[src/rtl/bitfield_pull.sv]
module bitfield_pull #(
  parameter int WORD_W  = 32,
  parameter bit REG_OUT = 1'b1
) (
  input  logic              clk,
  input  logic              rst,
  input  logic              in_valid,
  input  logic [WORD_W-1:0] lo_word,
  input  logic [WORD_W-1:0] hi_word,
  input  logic [WORD_W-1:0] pos,
  input  logic [WORD_W-1:0] len,
  output logic              out_valid,
  output logic [WORD_W-1:0] result
);
  localparam int DW    = 2 * WORD_W;
  localparam int SH_W  = $clog2(DW);
  localparam int POS_W = SH_W + 1;
  localparam int LEN_W = $clog2(WORD_W) + 1;

  logic [POS_W-1:0]  shamt;
  logic [LEN_W-1:0]  flen;
  logic [DW-1:0]     slid;
  logic              full;
  logic [WORD_W-1:0] keep;
  logic [WORD_W-1:0] field;
  logic              unused_bits;

  assign shamt = pos[POS_W-1:0];
  assign flen  = len[LEN_W-1:0];
  assign slid  = {hi_word, lo_word} >> shamt[SH_W-1:0];
  assign full  = (flen == '0) || flen[LEN_W-1];
  assign keep  = full ? '1 : ~({WORD_W{1'b1}} << flen[LEN_W-2:0]);
  assign field = shamt[POS_W-1] ? '0 : (slid[WORD_W-1:0] & keep);
  assign unused_bits = ^{pos[WORD_W-1:POS_W], len[WORD_W-1:LEN_W], slid[DW-1:WORD_W]};

  if (REG_OUT) begin : g_reg
    always_ff @(posedge clk) begin
      if (rst) out_valid <= 1'b0;
      else     out_valid <= in_valid;
      if (in_valid) result <= field;
    end


    valid_follow_chk: assert property (@(posedge clk) disable iff (rst)
      1'b1 |=> out_valid == $past(in_valid));


    hold_when_idle_chk: assert property (@(posedge clk) disable iff (rst)
      !in_valid |=> $stable(result));


    far_shift_zero_chk: assert property (@(posedge clk) disable iff (rst)
      (in_valid && pos[POS_W-1]) |=> result == '0);


    upper_clear_chk: assert property (@(posedge clk) disable iff (rst)
      (in_valid && flen != '0 && !flen[LEN_W-1]) |=> (result >> $past(flen)) == '0);


    straddle_chk: assert property (@(posedge clk) disable iff (rst)
      (in_valid && shamt == POS_W'(WORD_W - 4) && flen == LEN_W'(8)) |=>
      result == ((($past(hi_word) << 4) | ($past(lo_word) >> (WORD_W - 4)))
                 & {{(WORD_W-8){1'b0}}, 8'hFF}));
  end else begin : g_comb
    assign out_valid = in_valid;
    assign result    = field;
  end
endmodule

[config.mk]
export PLATFORM = sky130hd
export DESIGN_NAME = bitfield_pull
export DESIGN_NICKNAME = d
export VERILOG_FILES = /design/src/rtl/bitfield_pull.sv
export SDC_FILE = /design/constraint.sdc
export NUM_CORES = 1
export LEC_CHECK = 0
export ABC_AREA = 1
export BUFFER_PORTS_ARGS = -buffer_cell sky130_fd_sc_hd__buf_4
export CORE_ASPECT_RATIO = 0.7
export CORE_MARGIN = 1.5
export CORE_UTILIZATION = 48
export DETAILED_ROUTE_END_ITERATION = 12
export PLACE_DENSITY = 0.87
export SLEW_MARGIN = 20
export SYNTH_ARGS = -nofsm -noshare
export SYNTH_HDL_FRONTEND = slang
export SYNTH_SLANG_ARGS = --single-unit
[constraint.sdc]
create_clock -name clk -period 1.2 [get_ports clk]
set_clock_uncertainty 0.05 [all_clocks]
set_input_delay 0 -clock clk [delete_from_list [all_inputs] [get_ports clk]]
set_output_delay 0 -clock clk [all_outputs]
set_load 0.05 [all_outputs]
==> flow_summary.html <==
<table>
<tr><th>Metric</th><th>Value</th></tr>
<tr><th colspan="2">Run status</th></tr>
<tr><td>Outcome</td><td>finished with violations</td></tr>
<tr><td>Failing checks</td><td>setup timing</td></tr>
<tr><th colspan="2">Floorplanning</th></tr>
<tr><td>Total core area</td><td>0.0106 mm^2</td></tr>
<tr><td>Die boundary height</td><td>91.0 um</td></tr>
<tr><td>Number of primary I/O pins</td><td>164</td></tr>
<tr><td>Die width</td><td>129 um</td></tr>
<tr><td>Floorplan row count</td><td>31</td></tr>
<tr><td>Die outline area</td><td>0.0117 mm^2</td></tr>
<tr><td>Initial core utilization</td><td>0.504</td></tr>
<tr><th colspan="2">Clock tree</th></tr>
<tr><td>Root buffer cell</td><td>sky130_fd_sc_hd__clkbuf_16</td></tr>
<tr><td>Clk slew on worst S/H paths</td><td>0.06 ns</td></tr>
<tr><td>Sink Count</td><td>33</td></tr>
<tr><td>H-tree depth reported by CTS</td><td>2</td></tr>
<tr><td>Clock tree buffer depth</td><td>2</td></tr>
<tr><td>Total CTS buffers</td><td>5</td></tr>
<tr><td>CTS tree</td><td>yes</td></tr>
<tr><th colspan="2">Power and ir drop</th></tr>
<tr><td>Power Density</td><td>766 mW/mm^2</td></tr>
<tr><td>Pwr Total</td><td>6.66 mW</td></tr>
<tr><td>Leakage power summed over all cells</td><td>4.05 nW</td></tr>
<tr><td>Peak supply drop</td><td>713 uV</td></tr>
<tr><th colspan="2">Synth</th></tr>
<tr><td>Number of flip-flops and latches in the synthesized netlist</td><td>33</td></tr>
<tr><td>Flip-flop cell with the highest count after synthesis</td><td>sky130_fd_sc_hd__edfxtp_1</td></tr>
<tr><td>Warnings, synthesis</td><td>0</td></tr>
<tr><td>Number of synthesized flops with an enable pin</td><td>32</td></tr>
<tr><td>Ys async rst share</td><td>0</td></tr>
<tr><td>Synthesized instance count</td><td>937</td></tr>
<tr><td>Most common cell in the netlist</td><td>sky130_fd_sc_hd__nand3_1</td></tr>
<tr><td>Top area cells in the synthesized netlist</td><td>sky130_fd_sc_hd__nand3_1 37%, sky130_fd_sc_hd__nand2_1 20%, sky130_fd_sc_hd__edfxtp_1 18%</td></tr>
<tr><td>Count of unique library cells instantiated by Yosys</td><td>24</td></tr>
<tr><td>Netlist area before placement</td><td>0.00531 mm^2</td></tr>
<tr><td>Syn nets</td><td>1068</td></tr>
<tr><td>Cell type with the highest aggregate area in the netlist</td><td>sky130_fd_sc_hd__nand3_1</td></tr>
<tr><td>Post-synthesis sequential area ratio</td><td>0.185</td></tr>
<tr><td>Mapped Avg Cell Area</td><td>5.67 um^2</td></tr>
<tr><td>Area fraction of the dominant cell type after synthesis</td><td>0.367</td></tr>
<tr><td>Commonest cells in the netlist</td><td>390 x sky130_fd_sc_hd__nand3_1, 281 x sky130_fd_sc_hd__nand2_1, 34 x sky130_fd_sc_hd__a21oi_1</td></tr>
<tr><th colspan="2">Placed design</th></tr>
<tr><td>HPWL reported at the end of detailed placement</td><td>18700 um</td></tr>
<tr><td>Cell count after placement</td><td>1236</td></tr>
<tr><td>Worst slack after detailed placement</td><td>-0.485 ns</td></tr>
<tr><td>Routability-driven placement congestion ratio</td><td>1.06</td></tr>
<tr><td>Number of buffers inserted by port buffering</td><td>112</td></tr>
<tr><th colspan="2">Finish</th></tr>
<tr><td># diodes</td><td>0</td></tr>
<tr><td>Final non-filler cell total</td><td>1261</td></tr>
<tr><td>Share of layout cells above drive strength 1</td><td>0.474</td></tr>
<tr><td>Final cell utilization of the core</td><td>0.824</td></tr>
<tr><td>Area growth from synthesis to layout</td><td>63.5%</td></tr>
<tr><td>Post-layout net count</td><td>1243</td></tr>
<tr><th colspan="2">STA</th></tr>
<tr><td>Final-layout worst hold slack</td><td>0.102 ns</td></tr>
<tr><td>Final setup violation count</td><td>21</td></tr>
<tr><td>Min Clock Period, post-route</td><td>1.30 ns</td></tr>
<tr><td>Unrepaired setup endpoints after global routing</td><td>true</td></tr>
<tr><td>Maximum clock rate</td><td>767 MHz</td></tr>
<tr><td>Worst slew slack as a fraction of its limit</td><td>0.694</td></tr>
<tr><td>Hold Vio Cnt, Final</td><td>0</td></tr>
<tr><td>Final Max Slew Viols</td><td>0</td></tr>
<tr><td>Smallest setup slack after layout</td><td>-0.104 ns</td></tr>
<tr><td>Transition time at the pin with the least slew margin</td><td>0.459 ns</td></tr>
<tr><td>Fin crit share</td><td>1.09</td></tr>
<tr><th colspan="2">Global route</th></tr>
<tr><td>Via count of the first global-routing pass</td><td>7265</td></tr>
<tr><td>Wire length of the first global-routing pass</td><td>38600 um</td></tr>
<tr><td>Tot GR Track Use</td><td>0.424</td></tr>
<tr><td>Initial antenna violation count</td><td>0</td></tr>
<tr><td>Maximum number of pins on one net before global-route repair</td><td>42</td></tr>
<tr><td>Congestion Overflow GR</td><td>0</td></tr>
<tr><th colspan="2">Flow run</th></tr>
<tr><td># Max-Cap Violations</td><td>0</td></tr>
<tr><th colspan="2">Worst setup path</th></tr>
<tr><td>Critical Path AT</td><td>1.29 ns</td></tr>
<tr><td>Endpoint required time on the critical path</td><td>1.18 ns</td></tr>
<tr><td>Critical setup path kind</td><td>input port to flip-flop</td></tr>
<tr><td>Largest stage delay, worst path</td><td>0.16 ns</td></tr>
<tr><td>Worst-path cell chain</td><td>buf_16, inv_16, buf_12, nand2_1, nand3_1, nand3_2, nand3_1, nand2_2, nor2_1, nor2_1, a21oi_1</td></tr>
<tr><td>Highest fanout seen on the critical path</td><td>17</td></tr>
<tr><td>Startpoint kind of the worst setup timing path</td><td>input port</td></tr>
<tr><td>Nature of the critical path endpoint</td><td>flip-flop</td></tr>
<tr><td>Slowest cell on the critical path</td><td>sky130_fd_sc_hd__nand3_1</td></tr>
<tr><th colspan="2">Drt</th></tr>
<tr><td>Routed vias/inst</td><td>6.74</td></tr>
<tr><td>Drt initial violations</td><td>1586</td></tr>
<tr><td>TritonRoute pass-1 iters</td><td>7</td></tr>
<tr><td>Via count</td><td>8502</td></tr>
<tr><td>Post-route DRC</td><td>0</td></tr>
<tr><td>Remaining antenna violation count</td><td>0</td></tr>
<tr><td>Post-Route WL</td><td>27900 um</td></tr>
<tr><td>Post-detailed-route wirelength per cell</td><td>22.2 um</td></tr>
<tr><th colspan="2">Hold path</th></tr>
<tr><td>Type of the most critical hold path</td><td>input port to flip-flop</td></tr>
</table>
-- final timing paths --
path | endpoint | slack [ns] | startpoint | cells past startpoint
setup / recovery | result[12] | -0.10 | pos[0] | 11
hold / removal | out_valid | 0.10 | in_valid | 3
-- cell usage in the layout (no fill, tap or decap), types with 10 or more instances in the layout --
cell                          n
sky130_fd_sc_hd__a21oi_1     19
sky130_fd_sc_hd__buf_12      16
sky130_fd_sc_hd__buf_4      205
sky130_fd_sc_hd__inv_1       21
sky130_fd_sc_hd__nand2_1    234
sky130_fd_sc_hd__o21ai_0     21
sky130_fd_sc_hd__nand2_2     45
sky130_fd_sc_hd__nor2_1      23
sky130_fd_sc_hd__edfxtp_1    32
sky130_fd_sc_hd__nand3_4     12
sky130_fd_sc_hd__nand3_2    188
sky130_fd_sc_hd__clkbuf_16   10
sky130_fd_sc_hd__a21oi_2     15
sky130_fd_sc_hd__nand3_1    220
-- cells by family (layout without fill, tap and decap cells) --
logic type	count (synthesis)	count (layout)	synth area share
buf+inv	103	279	0.102
simple gates	739	739	0.654
flops	33	33	0.185
compound gates	62	62	0.0589
-- flip-flops by register name (all words and copies together) (netlist names) --
signal,flops
out_valid,1
result,32
-- per-layer routing --
layer  vias to the layer above  GRT usage  part of all wire
met5                         -          0                 0
met3                       240     0.0961              0.16
met1                      3771      0.617              0.38
met2                       873      0.599              0.39
met4                         0      0.162             0.069
li1                       3618          -                 -
-- report_power, final --
part           switching [mW]  internal (mW)  total (mW)
clock network           0.545          0.762        1.31
logic                    2.49           1.43        3.92
registers              0.0439           1.39        1.43
total                    3.08           3.58        6.66
-- stage by stage --
step | instance area [um^2] | TNS (ns)
after floorplan | 5920 | -0.725
after global placement | 7510 | -11.20
after detailed placement | 7510 | -11.74
after CTS | 8020 | 0
after global routing | 8690 | -1.76
final | 8690 | -0.703
-- final cells by class --
class / count / area, um^2
Inverter: 32 / 160
Clock inverter: 3 / 17.5
Timing Repair Buffer: 238 / 2250
Multi-Input combinational cell: 801 / 4960
Fill cell: 698 / 1860
Sequential cell: 33 / 981
Clock buffer: 5 / 125
Tap cell: 148 / 185
Timing Repair inverter: 1 / 11.3
-- critical path: cells and delay by family --
family / cells / cell delay [ns]
compound gates: 1 / 0.09
simple gates: 7 / 0.81
buf+inv: 3 / 0.36
-- what timing repair did --
item,in CTS,in global routing
endpoints found under the hold margin,1,1
pin swaps,4,8
gates resized for setup,51,121
setup endpoints to repair,29,30
setup buffers,3,2
hold buffers,1,1
gates cloned,6,5
(Power assumes the default switching activity.)
